===== src/rtl/fp8w_pkg.sv =====
package fp8w_pkg;

  // Layout selector values; the numeric codes are part of the port contract.
  typedef enum logic [1:0] {
    FMT_E3M4 = 2'd0,
    FMT_E4M3 = 2'd1,
    FMT_E5M2 = 2'd2,
    FMT_RSVD = 2'd3
  } fmt_e;

  localparam int NUM_FMT    = 3;
  localparam int CODE_W     = 8;
  localparam int WORD_W     = 32;
  localparam int F32_FRAC_W = 23;
  localparam int F32_BIAS   = 127;

  localparam logic [WORD_W-1:0] QNAN_WORD = 32'h7FC0_0000;

  // One flag per input class; exactly one is set for a decoded code.
  typedef struct packed {
    logic zero;
    logic sub;
    logic norm;
    logic inf;
    logic nan;
  } kind_t;

  // Exponent width of lane idx; the mantissa takes the remaining bits.
  function automatic int fmt_ew(input int idx);
    case (idx)
      0:       return 3;
      1:       return 4;
      default: return 5;
    endcase
  endfunction

  function automatic int fmt_mw(input int idx);
    return CODE_W - 1 - fmt_ew(idx);
  endfunction

endpackage


===== src/rtl/fp8w_subnorm.sv =====
// Leading-one normalizer for a subnormal mantissa. It reports how far the
// mantissa must move up so that its top set bit sits at the hidden position.
module fp8w_subnorm #(
  parameter int MW = 3,
  localparam int SW = $clog2(MW + 1)
) (
  input  logic [MW-1:0] man_i,
  output logic [SW-1:0] shift_o,
  output logic [MW-1:0] frac_o,
  output logic          hidden_o
);

  logic [MW:0] moved;

  // Scanning upward makes the highest set bit decide the shift.
  always_comb begin
    shift_o = '0;
    for (int b = 0; b < MW; b++) begin
      if (man_i[b]) shift_o = SW'(MW - b);
    end
  end

  assign moved    = {1'b0, man_i} << shift_o;
  assign hidden_o = moved[MW];
  assign frac_o   = moved[MW-1:0];

endmodule


===== src/rtl/fp8w_lane.sv =====
// Combinational decoder for one 8-bit layout with EW exponent bits.
module fp8w_lane
  import fp8w_pkg::*;
#(
  parameter int EW = 4,
  parameter int MW = 3
) (
  input  logic [CODE_W-1:0] code_i,
  output logic [WORD_W-1:0] word_o,
  output kind_t             kind_o,
  output logic              hidden_ok_o
);

  localparam int BIAS = (1 << (EW - 1)) - 1;
  localparam int FPAD = F32_FRAC_W - MW;
  localparam int SW   = $clog2(MW + 1);

  logic          sign;
  logic [EW-1:0] expf;
  logic [MW-1:0] man;
  logic          e_zero, e_max, m_nz;
  logic [SW-1:0] sub_shift;
  logic [MW-1:0] sub_frac;
  logic          sub_hidden;
  logic [7:0]    e_norm, e_sub;

  assign sign = code_i[CODE_W-1];
  assign expf = code_i[MW+EW-1:MW];
  assign man  = code_i[MW-1:0];

  assign e_zero = ~|expf;
  assign e_max  = &expf;
  assign m_nz   = |man;

  fp8w_subnorm #(.MW(MW)) u_norm (
    .man_i   (man),
    .shift_o (sub_shift),
    .frac_o  (sub_frac),
    .hidden_o(sub_hidden)
  );

  // Rebias: normal uses the field, subnormal uses 1 - shift as its exponent.
  assign e_norm = 8'(int'(expf) + F32_BIAS - BIAS);
  assign e_sub  = 8'(1 + F32_BIAS - BIAS - int'(sub_shift));

  always_comb begin
    kind_o.zero = e_zero & ~m_nz;
    kind_o.sub  = e_zero & m_nz;
    kind_o.norm = ~e_zero & ~e_max;
    kind_o.inf  = e_max & ~m_nz;
    kind_o.nan  = e_max & m_nz;
  end

  always_comb begin
    if (kind_o.nan)       word_o = {sign, QNAN_WORD[WORD_W-2:0]};
    else if (kind_o.inf)  word_o = {sign, 8'hFF, {F32_FRAC_W{1'b0}}};
    else if (kind_o.zero) word_o = {sign, {(WORD_W-1){1'b0}}};
    else if (kind_o.sub)  word_o = {sign, e_sub, sub_frac, {FPAD{1'b0}}};
    else                  word_o = {sign, e_norm, man, {FPAD{1'b0}}};
  end

  // Internal event exported for the checker in the top level.
  assign hidden_ok_o = ~kind_o.sub | sub_hidden;

endmodule


===== src/rtl/fp8w_widen.sv =====
module fp8w_widen
  import fp8w_pkg::*;
(
  input  logic        clk_i,
  input  logic        rst_ni,
  input  logic        in_valid_i,
  input  logic [1:0]  in_fmt_i,
  input  logic [7:0]  in_code_i,
  output logic        out_valid_o,
  output logic [31:0] out_word_o
);

  logic [WORD_W-1:0] lane_word [NUM_FMT];
  kind_t             lane_kind [NUM_FMT];
  logic              lane_hid  [NUM_FMT];

  fmt_e              fmt;
  logic [WORD_W-1:0] sel_word;
  kind_t             sel_kind;
  logic              sel_hid_ok;
  logic              sel_rsvd;

  logic              valid_q;
  logic [WORD_W-1:0] word_q;

  assign fmt      = fmt_e'(in_fmt_i);
  assign sel_rsvd = (fmt == FMT_RSVD);

  for (genvar g = 0; g < NUM_FMT; g++) begin : g_lane
    fp8w_lane #(
      .EW(fmt_ew(g)),
      .MW(fmt_mw(g))
    ) u_lane (
      .code_i     (in_code_i),
      .word_o     (lane_word[g]),
      .kind_o     (lane_kind[g]),
      .hidden_ok_o(lane_hid[g])
    );
  end

  always_comb begin
    sel_word   = QNAN_WORD;
    sel_kind   = '0;
    sel_hid_ok = 1'b1;
    for (int g = 0; g < NUM_FMT; g++) begin
      if (in_fmt_i == 2'(g)) begin
        sel_word   = lane_word[g];
        sel_kind   = lane_kind[g];
        sel_hid_ok = lane_hid[g];
      end
    end
  end

  always_ff @(posedge clk_i or negedge rst_ni) begin
    if (!rst_ni) begin
      valid_q <= 1'b0;
      word_q  <= '0;
    end else begin
      valid_q <= in_valid_i;
      if (in_valid_i) word_q <= sel_word;
    end
  end

  assign out_valid_o = valid_q;
  assign out_word_o  = word_q;

  // valid follows input valid after one edge.
  p_valid_lat_r2: assert property (@(posedge clk_i) disable iff (!rst_ni)
    out_valid_o == $past(in_valid_i));

  // idle cycles leave the result untouched.
  p_hold_r3: assert property (@(posedge clk_i) disable iff (!rst_ni)
    !in_valid_i |=> $stable(out_word_o));

  // each defined layout classifies a code into exactly one class.
  p_one_kind_r4: assert property (@(posedge clk_i) disable iff (!rst_ni)
    (in_valid_i && !sel_rsvd) |-> $countones(sel_kind) == 1);

  // the result sign is the code sign.
  p_sign_r4: assert property (@(posedge clk_i) disable iff (!rst_ni)
    (in_valid_i && !sel_rsvd) |=> out_word_o[31] == $past(in_code_i[7]));

  // a subnormal leaves the normalizer with its hidden bit set.
  p_hidden_r5: assert property (@(posedge clk_i) disable iff (!rst_ni)
    in_valid_i |-> sel_hid_ok);

  // zero magnitude code gives zero magnitude result.
  p_zero_r6: assert property (@(posedge clk_i) disable iff (!rst_ni)
    (in_valid_i && !sel_rsvd && in_code_i[6:0] == 7'h00) |=> out_word_o[30:0] == 31'h0);

  // NaN codes give the quiet NaN magnitude.
  p_nan_r8: assert property (@(posedge clk_i) disable iff (!rst_ni)
    (in_valid_i && !sel_rsvd && sel_kind.nan) |=> out_word_o[30:0] == QNAN_WORD[30:0]);

  // the reserved select gives the positive quiet NaN.
  p_rsvd_r10: assert property (@(posedge clk_i) disable iff (!rst_ni)
    (in_valid_i && sel_rsvd) |=> out_word_o == QNAN_WORD);

endmodule


===== config.mk =====
export PLATFORM = sky130hd
export DESIGN_NAME = fp8w_widen
export DESIGN_NICKNAME = d
export VERILOG_FILES = /design/src/rtl/fp8w_pkg.sv /design/src/rtl/fp8w_subnorm.sv /design/src/rtl/fp8w_lane.sv /design/src/rtl/fp8w_widen.sv
export SDC_FILE = /design/constraint.sdc
export NUM_CORES = 1
export LEC_CHECK = 0
export ABC_AREA = 1
export BUFFER_PORTS_ARGS = -buffer_cell sky130_fd_sc_hd__buf_2
export CAP_MARGIN = 15
export CELL_PAD_IN_SITES_DETAIL_PLACEMENT = 1
export CELL_PAD_IN_SITES_GLOBAL_PLACEMENT = 1
export CORE_UTILIZATION = 25
export DETAILED_ROUTE_END_ITERATION = 10
export PLACE_DENSITY_LB_ADDON = 0.1
export SLEW_MARGIN = 30
export SYNTH_ARGS = -nofsm -noshare
export SYNTH_HDL_FRONTEND = slang
export SYNTH_SLANG_ARGS = --single-unit

===== constraint.sdc =====
create_clock -name clk_i -period 1 [get_ports clk_i]
set_input_delay 0.3 -clock clk_i [delete_from_list [all_inputs] [get_ports clk_i]]
set_output_delay 0.3 -clock clk_i [all_outputs]
set_load 0.1 [all_outputs]

# == After elaboration in Yosys (flattened, before gate mapping) ==
# Index checks and enable logic that the tools add are counted.
# W data, S select, Z words.
# totals
out_inout_bits,33
mem_bits_rw,0
memories,0
latchBits,0
mem_bits_ro,0
wordCells,68
register_bits,33
# classes
div,0
reduce_logical,13
shifts,3
multipliers,0
mux,24
n_bitwise,15
magnitude_cmp,0
add_sub_neg,9
eq_ne,2
# ops
op,count
$mux W31,12
$mux W32,3
$sub A7 B2 Y8 const A,2
$and A1 B1 Y1,12
$mux W3,4
$mux W2,5
$add A3 B7 Y8 const B,1
$add A4 B7 Y8 const B,1
$add A5 B7 Y8 const B,1
$reduce_or A4 Y1,2
$sub A7 B3 Y8 const A,1
$sub A8 B3 Y8 const B,1
$sub A8 B4 Y8 const B,1
$sub A8 B5 Y8 const B,1
$reduce_or A3 Y1,2
$reduce_and A5 Y1,1
$reduce_or A5 Y1,1
$reduce_and A4 Y1,1
$shl A4 B3 Y4,1
$logic_not A1 Y1,3
$not A1 Y1,3
$reduce_and A3 Y1,1
$shl A3 B2 Y3,1
$eq A2 B1 Y1 const B,1
other kinds (4),4

# == Depth between registers and ports, before layout ==
# Gate-level depths: netlist (run 1).
# logic_depth
word_depth,12
mapped_depth,9

# == By module ==
# Synthesis (run 1) repeated with hierarchy kept, for this count alone.
# unflattened
cells_unflattened,549
hier_area_um2,3427.0
# by_module_without_submodules
mod,cells_per_inst,area_each_um2,instances
fp8w_widen,316,2063.2,1
fp8w_lane (g_lane[2].u_lane),65,399.1,1
fp8w_lane (g_lane[1].u_lane),63,389.1,1
fp8w_lane (g_lane[0].u_lane),66,379.1,1
fp8w_subnorm (g_lane[0].u_lane.u_norm),17,96.3,1
fp8w_subnorm (g_lane[1].u_lane.u_norm),13,58.8,1
fp8w_subnorm (g_lane[2].u_lane.u_norm),9,41.3,1

# == Least setup slack after synthesis (run 1) ==
# No wires, ideal clock.
# synth_path
kind,register -> output
startpoint,"register word_q[29], in the netlist out_word_o[29]"
endpoint,output out_word_o[29]
path_stages_with_launch,2
path_slack_ns,-0.640
path_buffers,1
t_arrival_ns,1.340
t_required_ns,0.700
path_cell_list,dfrtp_1 -> buf_4
# synth_lines
item,line_no,text
start: declaration,fp8w_widen.sv:24,logic [WORD_W-1:0] word_q;
start signal: assignment,fp8w_widen.sv:60,if (in_valid_i) word_q <= sel_word;
end: declaration,fp8w_widen.sv:10,output logic [31:0] out_word_o
# No word-level cell between the ends.

# == Worst setup path after layout (run 1) ==
# layout_path
startpoint,"register word_q[29], in the netlist out_word_o[29]"
endpoint,output out_word_o[29]
# No word-level cell between the ends.

==> results of run 1 <==
-- layout make-up --
class	count	area [µm²]
clock buffer	4	45.0
fill	568	2340
inverter	16	87.6
multi-input combinational	161	1020
sequential	13	347
tap	67	83.8
timing repair buffer	71	798
-- final timing paths --
check / end / slack, ns / depth (start not counted)
setup / recovery: out_word_o[29] / -0.22 / 1
hold / removal: out_word_o[31] / 0.29 / 3
setup reg to reg: out_word_o[23] / 0.07 / 3
hold reg to reg: out_word_o[20] / 0.53 / 2
max in group asynchronous: out_word_o[29] / 0.25 / 2
min in group asynchronous: out_word_o[23] / 0.49 / 2
-- cell usage after synthesis, types with 2 or more instances --
| master | count |
|---|---|
| nand2_1 | 63 |
| nand3_1 | 27 |
| buf_4 | 23 |
| nor2_1 | 19 |
| inv_1 | 14 |
| dfrtp_1 | 13 |
| a21oi_1 | 12 |
| o21ai_0 | 3 |
| inv_2 | 2 |
| nand2_2 | 2 |
| nor2_2 | 2 |
| nor2_4 | 2 |
| o211ai_1 | 2 |
-- power breakdown --
part / switching, mW / internal (mW) / total (mW)
Combinational: 1.14 / 0.543 / 1.68
Sequential: 0.0635 / 0.597 / 0.661
Clock: 0.193 / 0.281 / 0.475
-- registers in the layout, indices dropped and copies added, names as in the netlist --
signal and flops:
out_word_o 12, out_valid_o 1
-- logic make-up after synthesis --
| group | after synthesis |
|---|---|
| DFF | 13 |
| AOI/OAI and AO/OA | 23 |
| other | 1 |
| buffers and inverters | 40 |
| and+or+nand+nor | 119 |
-- timing repair --
item	4_1_cts	5_1_grt
setup endpoints to repair	24	24
hold buffers	1	0
endpoints found under the hold margin	13	0
resized for setup	83	32
buffers inserted	8	5
pin swaps	37	28
-- metrics by stage --
stage | TNS (ns) | hold WS (ns) | setup slack (ns) | cells | total power, mW
6_report | -2.32 | 0.293 | -0.223 | 332 | 2.82
5_1_grt | -3.07 | 0.304 | -0.248 | 332 | 2.94
4_1_cts | -2.24 | 0.294 | -0.225 | 327 | 2.76
3_5_place_dp | -3.83 | 0.215 | -0.441 | 314 | 2.15
3_3_place_gp | -3.54 | 0.202 | -0.398 | 314 | 2.13
2_1_floorplan | -0.813 | 0.00441 | -0.175 | 214 | 1.72
-- metal layers --
metal,track usage (%),wire length [µm]
met5,0,0
met4,5.01,34
met3,1.55,92
met2,31.6,2400
met1,23.3,2020
==> flow_summary.json, run 1 <==
{
  "synth_area_mm2": 0.00122,
  "io_buffers": 26,
  "utilization_pct": 50.5,
  "vias": 1467,
  "die_h_um": 71.9,
  "critical_path_arrival_ns": 0.92,
  "synth-seq-area-share_pct": 26.7,
  "num_rows": 25,
  "start_util_pct": 25.8,
  "cpPeakStageDelay_ns": 0.51,
  "wirelength_um": 4550,
  "ant_nets": 0,
  "first_pass_iters": 3,
  "gp_congestion": 0.948,
  "coreArea_mm2": 0.00472,
  "cp_data_required_time_ns": 0.70,
  "setup_viol_count_final": 21,
  "timing.rr.start": "out_word_o[23]",
  "areaGrowthSynthToFinish_pct": 95.5,
  "cts_sinks": 13,
  "critPathLaunch": "out_word_o[29]",
  "cts-buffers-inserted": 3,
  "die_w_um": 71.9,
  "syn_area_per_cell_um2": 6.22,
  "synth_top_family_by_area": "simple AND/OR/NAND/NOR gates",
  "critical_path_class": "reg -> out",
  "yosys_warnings": 0,
  "drive_gt1_share_pct": 61.1,
  "cts_htree_levels": 1,
  "grt-ovfl-total": 0,
  "wire_per_inst_um": 13.7,
  "cp_num_buf_inv": 1,
  "antenna_found_initial": 0,
  "vdd_ir_drop_max_mv": 0.511,
  "layout_setup_ws_ns": -0.223,
  "synth_compound_area_share_pct": 10.8,
  "clk_pin_slew_ns": 0.06,
  "clock_latency_ns": 0.24,
  "post-route-period-util_pct": 122,
  "diodes": 0,
  "clockRootBuffer": "clkbuf_8",
  "syn_inst": 196,
  "hold_start": "in_code_i[7]",
  "post_dp_cell_area_mm2": 0.00183,
  "avgViaCountPerCell": 4.42,
  "rsz0062_at_grt": "yes",
  "cp_max_fo": 3,
  "grt_max_degree": 14,
  "dp_hpwl_um": 3400,
  "drcViolationCount": 0,
  "grt_first_pass_wirelength_um": 7280,
  "async_reset_ff_share_pct": 100,
  "fin_crit_ns": 1.22,
  "synth_largest_area_cell": "dfrtp_1",
  "synth_mux_area_share_pct": 0,
  "maxCapViolations": 0,
  "finalInstanceArea_mm2": 0.00238,
  "cts_max_path_buffers": 2,
  "drtIter0Drc": 85,
  "synth_edf_count": 0,
  "io_pins": 46,
  "fin_skew_ns": 0,
  "post_synth_and_or_nand_nor_area_fraction_pct": 42.3,
  "status": "finished with violations",
  "cts_tree": "done",
  "final_cell_mix": "nand2_1, buf_4, conb_1",
  "start_kind": "flip-flop",
  "powerDensity_mw_per_mm2": 1180,
  "synthXorXnorAreaFrac_pct": 0,
  "critical-path-top-delay-family": "flip-flops",
  "leakagePower_nw": 1.15,
  "dieArea_mm2": 0.00516,
  "grt_util_all_layers_pct": 17.9,
  "yosys_register_bits": 13,
  "violations": "setup timing",
  "finalHoldViolations": 0,
  "synth_cell_types": 25,
  "fin_nets": 279,
  "fmax_mhz": 818,
  "critPathSlowestCell": "dfrtp_4",
  "synth_flop_cell": "dfrtp_1",
  "yosys.area.top_type_share_pct": 26.7,
  "crit_chain": "buf_12",
  "grt_pass1_vias": 1567,
  "drv_slew": 0,
  "ys_top_cells_by_area": "dfrtp_1, nand2_1, buf_4",
  "endpoint_kind": "output pin",
  "hold_class": "in -> reg",
  "synthAdderAreaFrac_pct": 0
}
No activity file was read; power rests on OpenSTA's default activity.
==> run 2: changes to the inputs <==
Settings changed: ABC_AREA 1 to not set, BUFFER_PORTS_ARGS -buffer_cell sky130_fd_sc_hd__buf_2 to not set, DONT_BUFFER_PORTS set to 1.
==> run 2 against run 1 <==
Effect of this change:
- the flow still finishes with violations (setup timing)
- combinational power is 39% lower
- largest cell class unchanged
- synthesized cell count is 21% lower
- clock skew stayed put
==> flow_summary.json, run 2 <==
{
  "rsz0062_at_grt": "yes",
  "post_synth_and_or_nand_nor_area_fraction_pct": 27.0,
  "final_cell_mix": "conb_1, buf_4, nor2_1",
  "synth_compound_area_share_pct": 27.4,
  "synth_top_family_by_area": "compound AO/OA/AOI/OAI gates",
  "antenna_found_initial": 0,
  "cp_max_fo": 2,
  "layout_setup_ws_ns": -0.237,
  "synth_cell_types": 44,
  "post-route-period-util_pct": 124,
  "yosys_warnings": 0,
  "vias": 1163,
  "dieArea_mm2": 0.00511,
  "grt_util_all_layers_pct": 15.4,
  "critical_path_arrival_ns": 0.94,
  "wl_met1_um": 1760,
  "synthXorXnorAreaFrac_pct": 0,
  "hold_depth": 0,
  "fin_crit_ns": 1.24,
  "gp_congestion": 0.846,
  "coreArea_mm2": 0.00450,
  "crit_cells": 1,
  "diodes": 0,
  "start_util_pct": 26.8,
  "crit_chain": "buf_12",
  "min_to": "out_valid_o",
  "nFillCells": 542,
  "critical-path-top-delay-family": "flip-flops",
  "ant_nets": 0,
  "powerDensity_mw_per_mm2": 1460,
  "fin_skew_ns": 0,
  "clockRootBuffer": "clkbuf_8",
  "syn_area_per_cell_um2": 7.78,
  "top_layer_used": "met4",
  "clk_pin_slew_ns": 0.05,
  "ff2ff_path_depth": 2,
  "cts_max_path_buffers": 2,
  "finalInstanceArea_mm2": 0.00160,
  "cp_num_buf_inv": 1,
  "post_dp_cell_area_mm2": 0.00142,
  "drive_gt1_share_pct": 36.3,
  "wl_met2_um": 1830,
  "grt_max_degree": 20,
  "cp_data_required_time_ns": 0.70,
  "ys_top_cells_by_area": "dfrtp_1, buf_4, nor2_1",
  "cts_tree": "done",
  "finalNonFillerCells": 223,
  "die_w_um": 71.5,
  "yosys.area.top_type_share_pct": 27.0,
  "status": "finished with violations",
  "violations": "setup timing",
  "wirelength_um": 3770,
  "drcViolationCount": 0,
  "grt_pass1_vias": 1187,
  "dpl.cell_count": 213,
  "layout_commonest_cell": "conb_1",
  "synth_mux_area_share_pct": 0,
  "worst_pin_slew_ns": 0.691,
  "rrSetupSlack_ns": 0.03,
  "wire_per_inst_um": 16.9,
  "synth-seq-area-share_pct": 27.0,
  "fmax_mhz": 809,
  "yosys_register_bits": 13,
  "setup_viol_count_final": 19,
  "leakagePower_nw": 0.630,
  "timing.rr.start": "out_word_o[25]",
  "endpoint_kind": "output pin",
  "cts_htree_levels": 1,
  "wl_met3_um": 152,
  "first_pass_iters": 4,
  "worst_r2r_endpoint": "out_word_o[25]",
  "num_rows": 24,
  "cts_sinks": 13,
  "hold_class": "in -> reg",
  "cts-buffers-inserted": 3,
  "async_reset_ff_share_pct": 100,
  "critPathSlowestCell": "dfrtp_4",
  "synthAdderAreaFrac_pct": 0,
  "syn_inst": 155,
  "critical_path_class": "reg -> out",
  "die_h_um": 71.5,
  "hold_start": "in_valid_i",
  "cpPeakStageDelay_ns": 0.49,
  "areaGrowthSynthToFinish_pct": 32.4,
  "avgViaCountPerCell": 5.22,
  "drv_slew": 0,
  "synth_most_common_cell": "buf_4",
  "grt-ovfl-total": 0,
  "io_buffers": 0,
  "preCtsSetupSlack_ns": -0.362,
  "start_kind": "flip-flop",
  "maxCapViolations": 0,
  "synth_largest_area_cell": "dfrtp_1",
  "grt_first_pass_wirelength_um": 6150,
  "io_pins": 46,
  "largest_reg_flops": 12,
  "synthTopCellsByCount": "buf_4, nor2_1, dfrtp_1",
  "finalHoldViolations": 0,
  "fin_nets": 185,
  "synth_flop_cell": "dfrtp_1",
  "holdWs_ns": 0.0928,
  "vdd_ir_drop_max_mv": 0.676,
  "synth_edf_count": 0,
  "slew_headroom_pct": 53.9,
  "drtIter0Drc": 52,
  "synth_area_mm2": 0.00121,
  "clock_latency_ns": 0.24,
  "dp_hpwl_um": 2760
}
==> run 2: changes by cell type after synthesis, sizes merged, moves of 5 or more <==
cell,change
nand2,-54
nand3,-20
inv,-11
o21ai,+8
nor2,-7
clkbuf,+6
nand2b,+5
==> run 2: cells by family after synthesis <==
| logic type | Yosys count |
|---|---|
| buffers and inverters | 36 |
| flip-flops | 13 |
| other | 1 |
| AO/OA/AOI/OAI | 47 |
| AND/OR/NAND/NOR | 58 |
==> run 2: worst max path at each step <==
stage	start	to
finish	out_word_o[29]	out_word_o[29]
global route	out_word_o[29]	out_word_o[29]
CTS	out_word_o[29]	out_word_o[29]
detailed placement	in_code_i[4]	out_word_o[25]
global placement	in_code_i[4]	out_word_o[21]
floorplan	in_code_i[4]	out_word_o[23]
==> run 2: layout make-up <==
type | instances | area, µm² | share of cell area, %
flip-flops and latches | 13 | 355 | 22.3
clock buffers | 4 | 45.0 | 2.82
inverters | 5 | 18.8 | 1.18
multi-input cells | 124 | 820 | 51.3
well taps | 52 | 65.1 | 4.08
repair buffers | 25 | 293 | 18.3
==> run 2: report_power, final <==
group	switching, mW	internal [mW]
Sequential	0.225	0.604
Combinational	0.746	0.289
Clock	0.188	0.281
==> run 2: repair_timing <==
| item | CTS | global route |
|---|---|---|
| gates resized for setup | 13 | 7 |
| cloned | 0 | 0 |
| pin swaps | 7 | 7 |
| setup buffers | 2 | 3 |
| endpoints found under the setup margin | 21 | 34 |
| hold buffers | 1 | 0 |
| hold endpoints to repair | 13 | 0 |
==> run 2: routing by layer <==
metal | vias to the layer above | track usage, %
li1 | 552 | -
met1 | 573 | 20.2
met2 | 34 | 26.5
met3 | 4 | 3.80
met4 | 0 | 2.18
met5 | - | 0
==> run 2: stage by stage <==
stage	utilization [%]	setup TNS, ns	power [mW]
after CTS	34.2	-4.07	2.34
after detailed placement	31.6	-2.59	1.80
after global placement	31.6	-2.41	1.79
after global routing	35.4	-3.03	2.43
final	35.4	-2.45	2.33
after floorplan	-	-2.13	1.70
==> run 3: changes to the inputs <==
Settings changed: CORE_UTILIZATION 25 to 44.
==> run 3 against run 2 <==
Effect of this change:
- the flow still finishes with violations (setup timing)
- critical endpoint is now out_word_o[28]
- critical path depth stayed put
- worst hold slack worse by 0.046 ns
- largest cell class unchanged
- largest power group unchanged
- fmax is 3.0% lower
- total power is 6.8% lower
- register-to-register slack worse by 0.04 ns
==> flow_summary.json, run 3 (same netlist as run 2, synthesis figures left out) <==
{
  "grt_max_degree": 20,
  "slew_headroom_pct": 58.1,
  "gp_congestion": 0.907,
  "post-route-period-util_pct": 128,
  "antenna_found_initial": 0,
  "first_pass_iters": 4,
  "drtIter0Drc": 30,
  "grt-ovfl-total": 0,
  "drv_slew": 0,
  "critical_path_arrival_ns": 0.98,
  "crit_chain": "buf_12",
  "cts_tree": "done",
  "hold_class": "in -> reg",
  "worst_pin_slew_ns": 0.629,
  "timing.rr.start": "out_word_o[25]",
  "worst_r2r_endpoint": "out_word_o[25]",
  "vias": 1199,
  "rsz0062_at_grt": "yes",
  "grt_first_pass_wirelength_um": 5590,
  "num_rows": 18,
  "violations": "setup timing",
  "final_cell_mix": "conb_1, nor2_1, buf_4",
  "crit_end": "out_word_o[28]",
  "leakagePower_nw": 0.609,
  "wirelength_um": 3750,
  "avgViaCountPerCell": 6.00,
  "powerDensity_mw_per_mm2": 1420,
  "intPower_mw": 1.03,
  "start_kind": "flip-flop",
  "die_w_um": 54.4,
  "areaGrowthSynthToFinish_pct": 26.8,
  "p_switching_mw": 1.14,
  "finalHoldViolations": 0,
  "critPathSlowestCell": "dfrtp_4",
  "cts_max_path_buffers": 2,
  "cp_num_buf_inv": 1,
  "vdd_ir_drop_max_mv": 1.14,
  "finalNonFillerCells": 200,
  "fin_crit_ns": 1.28,
  "clk_pin_slew_ns": 0.08,
  "clkPwrFrac_pct": 14.7,
  "endpoint_kind": "output pin",
  "drcViolationCount": 0,
  "diodes": 0,
  "drive_gt1_share_pct": 35.3,
  "fmax_mhz": 784,
  "ff2ff_path_depth": 2,
  "cp_data_required_time_ns": 0.70,
  "cp_max_fo": 2,
  "cts_htree_levels": 1,
  "cpPeakStageDelay_ns": 0.50,
  "fin_nets": 184,
  "largest_reg_flops": 12,
  "io_buffers": 0,
  "io_pins": 46,
  "setup_viol_count_final": 20,
  "clock_latency_ns": 0.27,
  "grt_util_all_layers_pct": 26.8,
  "critical-path-top-delay-family": "flip-flops",
  "cts_sinks": 13,
  "dpl.cell_count": 190,
  "share_comb_of_total_power_pct": 45.7,
  "dp_hpwl_um": 2700,
  "total_power_mw": 2.17,
  "die_h_um": 54.4,
  "ant_nets": 0,
  "fin_skew_ns": 0,
  "cts-buffers-inserted": 3,
  "dieArea_mm2": 0.00295,
  "grt_pass1_vias": 1120,
  "swShare_pct": 52.6,
  "critical_path_class": "reg -> out",
  "status": "finished with violations",
  "rrSetupSlack_ns": -0.01,
  "clockRootBuffer": "clkbuf_4",
  "critPathLaunch": "out_word_o[29]",
  "seqPwrFrac_pct": 39.5,
  "coreArea_mm2": 0.00252,
  "crit_cells": 1,
  "layout_commonest_cell": "conb_1",
  "start_util_pct": 47.8,
  "maxCapViolations": 0,
  "layout_setup_ws_ns": -0.275,
  "wire_per_inst_um": 18.8
}
## run 3: changes by cell type in the layout (fill, tap and decap cells not counted), sizes merged
cell  previous run  this run
buf             24        23
## run 3: stage by stage
step | area (µm²) | hold WS [ns] | setup WS (ns) | utilization, % | setup TNS (ns)
3_5_place_dp | 1380 | 0.00470 | -0.380 | 54.6 | -2.55
6_report | 1530 | 0.0470 | -0.275 | 60.6 | -2.98
5_1_grt | 1530 | 0.0326 | -0.311 | 60.6 | -3.54
4_1_cts | 1470 | 0.0389 | -0.285 | 58.4 | -2.98
2_1_floorplan | 1350 | 0.00441 | -0.261 | - | -2.13
3_3_place_gp | 1380 | 0.00468 | -0.334 | 54.6 | -2.36
## run 3: what timing repair did
action,CTS,global route
pin swaps,8,7
resized for setup,12,8
hold endpoints to repair,13,0
hold buffers,1,0
buffers inserted,3,2
setup endpoints to repair,21,27
## run 3: metal layers
layer  up-vias  global-route usage [%]  share of wire (%)
met1       589                    34.3                 43
met3         8                    5.56                5.8
met2        52                    44.3                 49
li1        550                       -                  -
met5         -                       0                  0
met4         0                    8.55                1.7
## run 3: worst min-delay path by stage
stage                      to  cells after the start       start  slack, ns
2_1_floorplan     out_valid_o                      0      rst_ni      0.004
3_5_place_dp   out_word_o[27]                      0      rst_ni      0.005
5_1_grt           out_valid_o                      0  in_valid_i       0.03
4_1_cts           out_valid_o                      0  in_valid_i       0.04
6_report          out_valid_o                      0  in_valid_i       0.05
3_3_place_gp   out_word_o[25]                      0      rst_ni      0.005
## run 3: power by group through the flow
stage / registers [mW] / logic [mW] / clock network [mW]
3_5_place_dp: 0.859 / 0.924 / 0
3_3_place_gp: 0.853 / 0.911 / 0
5_1_grt: 0.871 / 1.04 / 0.358
4_1_cts: 0.861 / 0.971 / 0.333
2_1_floorplan: 1.04 / 0.654 / 0
6_report: 0.860 / 0.994 / 0.321
## run 3: cell type report
type                       instances  area, µm²
multi-input combinational        124        812
inverter                           5       18.8
tap                               30       37.5
clock buffer                       4       26.3
fill                             309        993
sequential                        13        358
timing repair buffer              24        277
